`config.mk`:
```
export PLATFORM = sky130hd
export DESIGN_NAME = pwm_reload_timer
export DESIGN_NICKNAME = d
export VERILOG_FILES = /design/src/rtl/pwm_tmr_pkg.sv /design/src/rtl/pwm_tmr_regs.sv /design/src/rtl/pwm_tmr_counter.sv /design/src/rtl/pwm_tmr_outstage.sv /design/src/rtl/pwm_reload_timer.sv
export SDC_FILE = /design/constraint.sdc
export NUM_CORES = 1
export LEC_CHECK = 0
export BUFFER_PORTS_ARGS = -buffer_cell sky130_fd_sc_hd__buf_2
export CAP_MARGIN = 30
export CELL_PAD_IN_SITES_DETAIL_PLACEMENT = 0
export CELL_PAD_IN_SITES_GLOBAL_PLACEMENT = 1
export CORE_MARGIN = 1.5
export CORE_UTILIZATION = 40
export DETAILED_ROUTE_END_ITERATION = 8
export PLACE_DENSITY = 0.75
export RECOVER_POWER = 25
export SLEW_MARGIN = 10
export SYNTH_ARGS = -nofsm -noshare
export SYNTH_HDL_FRONTEND = slang
export SYNTH_SLANG_ARGS = --single-unit
```
`constraint.sdc`:
```
create_clock -name clk -period 5.9 [get_ports clk]
set_input_delay 0.59 -clock clk [delete_from_list [all_inputs] [get_ports clk]]
set_output_delay 0.59 -clock clk [all_outputs]
set_load 0.02 [all_outputs]
```
`src/rtl/pwm_tmr_pkg.sv`:
```
`timescale 1ns/1ps
// Package: shared register selectors and control-word bit positions for
// the reload-base PWM timer. Assumes a 2-bit register address.
package pwm_tmr_pkg;
    localparam int unsigned SEL_W = 2;

    typedef enum logic [SEL_W-1:0] {
        SEL_BASE   = 2'd0,
        SEL_THRESH = 2'd1,
        SEL_CTRL   = 2'd2,
        SEL_NONE   = 2'd3
    } reg_sel_e;

    localparam int unsigned CTRL_RUN_POS = 0;
    localparam int unsigned CTRL_INV_POS = 1;
endpackage

```
`src/rtl/pwm_tmr_regs.sv`:
```
`timescale 1ns/1ps
// Register file: decodes the write port into pending base/threshold values
// and the invert bit, and forwards control-word writes as an event with
// the requested run bit. Assumes W >= 2.
module pwm_tmr_regs
    import pwm_tmr_pkg::*;
#(
    parameter int unsigned W = 32
) (
    input  logic             clk,
    input  logic             rst_n,
    input  logic             wr_en,
    input  logic [SEL_W-1:0] wr_addr,
    input  logic [W-1:0]     wr_data,
    output logic [W-1:0]     base_pend,
    output logic [W-1:0]     thr_pend,
    output logic             inv_q,
    output logic             ctrl_wr,
    output logic             ctrl_run
);
    localparam logic [W-1:0] RST_VAL = {{(W-1){1'b1}}, 1'b0};

    reg_sel_e sel;

    // Decode the register select and the control-word event.
    always_comb begin
        sel      = reg_sel_e'(wr_addr);
        ctrl_wr  = wr_en && (sel == SEL_CTRL);
        ctrl_run = wr_data[CTRL_RUN_POS];
    end

    // Hold the pending base, pending threshold and invert bit.
    always_ff @(posedge clk) begin
        if (!rst_n) begin
            base_pend <= RST_VAL;
            thr_pend  <= RST_VAL;
            inv_q     <= 1'b0;
        end else if (wr_en) begin
            unique case (sel)
                SEL_BASE:   base_pend <= wr_data;
                SEL_THRESH: thr_pend  <= wr_data;
                SEL_CTRL:   inv_q     <= wr_data[CTRL_INV_POS];
                default:    ;
            endcase
        end
    end
endmodule

```
`src/rtl/pwm_tmr_counter.sv`:
```
`timescale 1ns/1ps
// Counter core: keeps the run state and the up-counter, and the base and
// threshold copies in use for the current period. The copies are taken
// from the pending values only at start and at each return to the base,
// so mid-period writes never touch the running period.
module pwm_tmr_counter #(
    parameter int unsigned W = 32
) (
    input  logic         clk,
    input  logic         rst_n,
    input  logic         ctrl_wr,
    input  logic         ctrl_run,
    input  logic [W-1:0] base_pend,
    input  logic [W-1:0] thr_pend,
    output logic         run_q,
    output logic [W-1:0] cnt_q,
    output logic [W-1:0] base_cur,
    output logic [W-1:0] thr_cur
);
    localparam logic [W-1:0] TOP     = {W{1'b1}};
    localparam logic [W-1:0] RST_VAL = {{(W-1){1'b1}}, 1'b0};

    logic start_ev;
    logic stop_ev;
    logic at_top;

    // Classify the control write and the wrap point.
    always_comb begin
        start_ev = ctrl_wr && ctrl_run && !run_q;
        stop_ev  = ctrl_wr && !ctrl_run;
        at_top   = (cnt_q == TOP);
    end

    // Advance, reload, start or stop the counter.
    always_ff @(posedge clk) begin
        if (!rst_n) begin
            run_q    <= 1'b0;
            cnt_q    <= RST_VAL;
            base_cur <= RST_VAL;
            thr_cur  <= RST_VAL;
        end else if (start_ev) begin
            run_q    <= 1'b1;
            cnt_q    <= base_pend;
            base_cur <= base_pend;
            thr_cur  <= thr_pend;
        end else if (stop_ev) begin
            run_q    <= 1'b0;
        end else if (run_q) begin
            if (at_top) begin
                cnt_q    <= base_pend;
                base_cur <= base_pend;
                thr_cur  <= thr_pend;
            end else begin
                cnt_q    <= cnt_q + 1'b1;
            end
        end
    end
endmodule

```
`src/rtl/pwm_tmr_outstage.sv`:
```
`timescale 1ns/1ps
// Output stage: the output is active while the count is at or below the
// threshold in use. Assumes the count never drops below the base in use,
// which the counter core guarantees, so a threshold below the base yields
// no active cycles. Applies the invert bit and forces the inactive level
// while stopped.
module pwm_tmr_outstage #(
    parameter int unsigned W = 32
) (
    input  logic         run_q,
    input  logic         inv_q,
    input  logic [W-1:0] cnt_q,
    input  logic [W-1:0] thr_cur,
    output logic         pwm_out
);
    logic in_window;

    // Compare the count against the threshold and apply polarity.
    always_comb begin
        in_window = run_q && (cnt_q <= thr_cur);
        pwm_out   = in_window ^ inv_q;
    end
endmodule

```
`src/rtl/pwm_reload_timer.sv`:
```
`timescale 1ns/1ps
// Top: reload-base PWM timer. Connects the register file, counter core and
// output stage. Every output-affecting state is a flop; pwm_out is a
// shallow combinational function of flops.
module pwm_reload_timer
    import pwm_tmr_pkg::*;
#(
    parameter int unsigned W = 32
) (
    input  logic             clk,
    input  logic             rst_n,
    input  logic             wr_en,
    input  logic [SEL_W-1:0] wr_addr,
    input  logic [W-1:0]     wr_data,
    output logic             pwm_out
);
    logic [W-1:0] base_pend;
    logic [W-1:0] thr_pend;
    logic         inv_q;
    logic         ctrl_wr;
    logic         ctrl_run;
    logic         run_q;
    logic [W-1:0] cnt_q;
    logic [W-1:0] base_cur;
    logic [W-1:0] thr_cur;

    pwm_tmr_regs #(.W(W)) u_regs (
        .clk       (clk),
        .rst_n     (rst_n),
        .wr_en     (wr_en),
        .wr_addr   (wr_addr),
        .wr_data   (wr_data),
        .base_pend (base_pend),
        .thr_pend  (thr_pend),
        .inv_q     (inv_q),
        .ctrl_wr   (ctrl_wr),
        .ctrl_run  (ctrl_run)
    );

    pwm_tmr_counter #(.W(W)) u_cnt (
        .clk       (clk),
        .rst_n     (rst_n),
        .ctrl_wr   (ctrl_wr),
        .ctrl_run  (ctrl_run),
        .base_pend (base_pend),
        .thr_pend  (thr_pend),
        .run_q     (run_q),
        .cnt_q     (cnt_q),
        .base_cur  (base_cur),
        .thr_cur   (thr_cur)
    );

    pwm_tmr_outstage #(.W(W)) u_out (
        .run_q   (run_q),
        .inv_q   (inv_q),
        .cnt_q   (cnt_q),
        .thr_cur (thr_cur),
        .pwm_out (pwm_out)
    );
endmodule

```
# ---- Word level (Yosys, flattened, before mapping)
# Index checks and enable logic that the tools add are counted.
# W data, S select, Z words.
dict set report totals {
  latchBits 0
  memories 0
  wordCells 39
  ramBits 0
  romBits 0
  ff_bits 130
}
dict set report classes {
  n_shift 0
  eq_ne 4
  order_cmp 1
  div_mod_pow 0
  n_mul 0
  n_bitwise 1
  reduce_logical 16
  addsub 1
  mux 10
}
# operator n
set ops {}
lappend ops {{$mux W32} 8}
lappend ops {{$add A32 B1 Y32 const B} 1}
lappend ops {{$eq A32 B32 Y1 const B} 1}
lappend ops {{$le A32 B32 Y1} 1}
lappend ops {{$reduce_and A2 Y1} 4}
lappend ops {{$reduce_bool A2 Y1} 3}
lappend ops {{$logic_and A1 B1 Y1} 5}
lappend ops {{$reduce_and A3 Y1} 1}
lappend ops {{$eq A2 B1 Y1 const B} 1}
lappend ops {{$eq A2 B2 Y1 const B} 1}
lappend ops {{$logic_not A1 Y1} 2}
lappend ops {{$logic_not A2 Y1} 1}
lappend ops {{$mux W1} 2}
lappend ops {{$ne A2 B1 Y1 const B} 1}
lappend ops {{$xor A1 B1 Y1} 1}

# ---- Logic depth before layout (Yosys ltp)
dict set report depth {
  depth_word 6
  ltp_mapped 9
  ltp_nobuf 8
}

# ---- Cells and area by module
# Synthesis repeated with hierarchy kept, for this count alone.
dict set report unflattened {
  hier_cells 949
  hier_area_um2 8049.0
}
# module n_inst area_per_inst_um2 cells_each
set modules_own_cells {}
lappend modules_own_cells {pwm_tmr_counter 1 4469.3 576}
lappend modules_own_cells {pwm_tmr_regs 1 2728.9 252}
lappend modules_own_cells {pwm_tmr_outstage 1 850.8 121}

# ---- Worst setup path before layout
# No wires, ideal clock.
dict set report synth_path {
  path_type {register to output}
  from {reg u_cnt.cnt_q[7]}
  to {out pwm_out}
  slack_ps 3007
  n_path_buf 0
  arrival_time_ps 2303
  t_required_ps 5310
  path_stages_with_launch 8
  path_cell_list {dfxtp_1 -> ha_1 -> a21oi_1 -> o21ai_0 -> a221o_1 -> o311ai_0 -> mux2i_1 -> or4_1}
}
dict set report synth_via {
  elab_chain_cells 3
}
# item line
set synth_rtl {}
lappend synth_rtl {{start, declared} pwm_tmr_counter.sv:16} ;# output logic [W-1:0] cnt_q,
lappend synth_rtl {{start signal, assigned} pwm_tmr_counter.sv:43} ;# cnt_q <= base_pend;
lappend synth_rtl {{start signal, assigned} pwm_tmr_counter.sv:50} ;# cnt_q <= base_pend;
lappend synth_rtl {{start signal, assigned} pwm_tmr_counter.sv:54} ;# cnt_q <= cnt_q + 1'b1;
lappend synth_rtl {{$le A32 B32 Y1} pwm_tmr_outstage.sv:20} ;# in_window = run_q && (cnt_q <= thr_cur);
lappend synth_rtl {{$logic_and A1 B1 Y1} pwm_tmr_outstage.sv:20}
lappend synth_rtl {{$xor A1 B1 Y1} pwm_tmr_outstage.sv:21} ;# pwm_out = in_window ^ inv_q;
lappend synth_rtl {{end, declared} pwm_reload_timer.sv:15} ;# output logic pwm_out
# No other way between the ends.

# ---- Worst setup path after layout
# Ends and elaborated chain as after synthesis.

==> flow_metrics.py <==
metrics = {
    "cts": {
        "hold_buffers": 0,
        "clock_path_buffers": 2,
        "ctsRootBufferMaster": "clkbuf_16",
        "cts.reportedPaths.clkPinSlew_ps": 60,
        "htree_levels": 4,
        "cts_setup_buffers": 0,
        "numCtsBuffers": 17,
        "tritoncts": "done",
        "clkLatencyLatePin_ps": 410,
        "cts_resized": 0,
        "cts_num_sinks": 130,
    },
    "worst_setup_path": {
        "setup.worst_path.start": "u_cnt.cnt_q[7]$_SDFFE_PN1P_",
        "start_kind": "flop",
        "critical_path_class": "reg -> out",
        "r2r_cells": 6,
        "r2r-end": "u_cnt.cnt_q[13]$_SDFFE_PN1P_",
        "crit_path_max_fanout": 7,
        "required_ps": 5310,
        "crit_path_end_kind": "output port",
        "cp.arrival_ps": 3200,
        "cp-endpoint": "pwm_out",
        "reg2reg_slack_ps": 2860,
        "r2r_start": "u_cnt.run_q$_SDFFE_PN0P_",
    },
    "synth": {
        "synthSimpleGateAreaFrac_pct": 29.3,
        "synth_area_sq_um": 6230,
        "yosysSeqAreaShare_pct": 41.8,
        "synth_mux_area_share_pct": 1.99,
        "syn_nets": 863,
        "synthAdderAreaFrac_pct": 6.62,
        "synth_warnings": 0,
        "synth-seq-cells": 130,
        "synth_top_family_by_area": "simple AND/OR/NAND/NOR gates",
        "avgSynthCellArea_sq_um": 7.86,
        "synth_top_area_share_pct": 41.8,
        "async_flop_share_pct": 0,
        "synth_edf_count": 0,
        "syn_inst": 793,
        "synth_xor_xnor_area_share_pct": 0.281,
        "synth_ff_type": "dfxtp_1",
        "synthTopCellsByArea": "dfxtp_1, nand2_1, nand3_1",
        "synth_compound_area_share_pct": 14.3,
        "synth_top_area_cell": "dfxtp_1",
        "yosysUniqueCellTypes": 52,
    },
    "timing": {
        "setup_tns_ps": 0,
        "max_freq_mhz": 264,
        "relSlewSlack_pct": 13.3,
        "final_max_slew_viol_count": 0,
        "worst_slack_ps": 2110,
        "setup_viol": 0,
        "rsz0062_at_grt": "no",
        "final-hold-violation-count": 0,
        "period_minus_slack_ps": 3790,
        "fin_crit_sh_pct": 64.3,
        "tightestPinTransition_ps": 1300,
        "clock_skew_ps": 8.07,
    },
    "routing": {
        "ant_nets": 0,
        "first_pass_iters": 5,
        "vias_per_cell": 5.72,
        "vias": 5779,
        "wl_per_cell_microns": 17.2,
        "dr.first_iter.drc_count": 434,
        "drt_wl_total_microns": 17400,
        "drc": 0,
    },
    "power_and_ir_drop": {
        "power_density_nw_per_um2": 318,
        "ir_worst_vdd_uv": 190,
        "total_power_uw": 2290,
        "p_leak_uw": 0.00337,
    },
    "global_routing": {
        "grt_pass1_vias": 5442,
        "groute.usage.overall_pct": 22.3,
        "antenna_found_initial": 0,
        "grt_pass1_wl_microns": 28500,
        "grt_max_degree": 84,
        "overflow": 0,
    },
    "final_layout": {
        "drive_gt1_share_pct": 10.9,
        "fillers": 1509,
        "fin_area_sq_um": 7200,
        "finish.utilization_pct": 47.4,
        "antennaDiodeCount": 0,
        "areaGrowthSynthToFinish_pct": 15.5,
        "num-nets-final": 880,
    },
    "placement": {
        "place.gp.congestion": 0.873,
        "dpl_worst_slack_ps": 2410,
        "dpl_cell_area_sq_um": 6580,
        "place.port_buffers": 37,
        "dpl.hpwl_microns": 11800,
    },
    "floorplan": {
        "die_y_microns": 128,
        "die_area_sq_um": 16300,
        "initial_core_util_pct": 41.0,
        "die_w_microns": 128,
        "rows": 45,
        "core_area_sq_um": 15200,
        "io_pins": 38,
    },
    "min_path": {
        "hold_depth": 3,
        "hold_path.class": "in -> reg",
    },
    "run_status": {
        "outcome": "finished, final reports clean",
    },
    "run": {
        "maxCapViolCount": 0,
    },
}
-- cells in the mapped netlist, types with 2 or more instances --
cell / instances
nand2_1: 202
dfxtp_1: 130
nand3_1: 86
clkbuf_1: 46
inv_1: 42
ha_1: 33
o211ai_1: 32
a21oi_1: 26
nand4_1: 25
o21ai_0: 25
nor3_1: 17
nor2_1: 15
a31oi_1: 13
a32oi_1: 9
mux2i_1: 9
and3_1: 8
and4_1: 6
a21o_1: 4
a22oi_1: 4
and2_1: 4
buf_1: 4
nand4b_1: 4
nor4_1: 4
or4_1: 4
buf_2: 3
mux2_2: 3
nor2b_1: 3
a221oi_1: 2
a2bb2oi_1: 2
nand3b_1: 2
nor3b_1: 2
o2111ai_1: 2
o22ai_1: 2
xor2_1: 2
-- power by group --
part	switching (uW)	leakage, uW	internal [uW]
clock	399	0.000287	632
combinational	197	0.00202	116
sequential	25.8	0.00106	920
-- worst max-delay path, stage by stage (launching register included) --
cell	delay [ps]
dfxtp_1	460
ha_1	310
a21oi_1	160
o21ai_0	180
a221o_1	400
o311ai_0	430
mux2i_1	120
or4_1	540
buf_2	180
-- per-layer routing --
metal,vias to the layer above,GRT usage (%),routed length (microns)
li1,2852,-,-
met1,2744,32.0,8570
met2,163,33.6,7750
met3,20,4.26,885
met4,0,7.67,221
met5,-,0,0
-- logic make-up (layout without fill, tap and decap cells) --
logic type | after synthesis | after routing
AOI/OAI and AO/OA | 131 | 131
xor gates and xnor gates | 2 | 2
DFF | 130 | 130
buffers and inverters | 95 | 125
adders and majority gates | 33 | 33
and+or+nand+nor | 390 | 390
muxes | 12 | 12
-- placed cells by master, fill, tap and decap left out, types with 2 or more instances in the layout --
cell and n:
nor2_1 15, clkbuf_16 17, a21oi_1 25, buf_16 2
or4_1 4, clkbuf_1 2, o22ai_1 2, dfxtp_1 130
xor2_1 2, nor4_1 4, nand3_1 86, nor2b_1 3
nand3b_1 2, clkbuf_2 2, a22oi_1 4, mux2i_1 8
o21ai_0 25, o211ai_1 32, inv_1 42, and3_1 8
and2_1 4, o2111ai_1 2, a2bb2oi_1 2, buf_4 10
nand2_1 202, a31oi_1 13, nor3_1 17, bufinv_16 2
mux2_2 3, nand4b_1 4, clkinv_2 5, ha_1 33
a21o_1 4, nand4_1 25, a221oi_1 2, and4_1 6
clkinv_4 4, or3b_1 2, a32oi_1 9, buf_2 35
-- cell type report --
type	count	area (sq um)	area share (%)
clock buffer	19	443	6.15
clock inverter	13	136	1.89
inverter	42	158	2.19
multi-input combinational	568	3290	45.7
sequential	130	2600	36.1
tap	188	235	3.27
timing repair buffer	51	334	4.64
-- stage by stage --
step           cells  hold WS [ps]
5_1_grt         1011           394
2_1_floorplan    793           426
3_5_place_dp     976           451
3_3_place_gp     974           444
4_1_cts         1008           381
6_report        1011           394
-- worst min path at each step --
stage / start / end / slack [ps]
finish: wr_data[16] / u_regs.thr_pend[16]$_SDFFE_PN1P_ / 390
detailed placement: u_regs.base_pend[0]$_SDFFE_PN0P_ / u_regs.base_pend[0]$_SDFFE_PN0P_ / 450
global placement: u_regs.thr_pend[0]$_SDFFE_PN0P_ / u_cnt.thr_cur[0]$_SDFFE_PN0P_ / 440
global route: wr_data[29] / u_regs.base_pend[29]$_SDFFE_PN1P_ / 390
floorplan: u_regs.base_pend[15]$_SDFFE_PN1P_ / u_cnt.cnt_q[15]$_SDFFE_PN1P_ / 430
CTS: wr_data[16] / u_regs.thr_pend[16]$_SDFFE_PN1P_ / 380
-- state kept, by name (all words and copies together) (netlist names) --
| signal | cells |
|---|---|
| u_cnt.cnt_q | 32 |
| u_cnt.thr_cur | 32 |
| u_regs.thr_pend | 32 |
| u_regs.inv_q | 1 |
| u_cnt.run_q | 1 |
| u_regs.base_pend | 32 |
No activity file was read; power rests on OpenSTA's default activity.
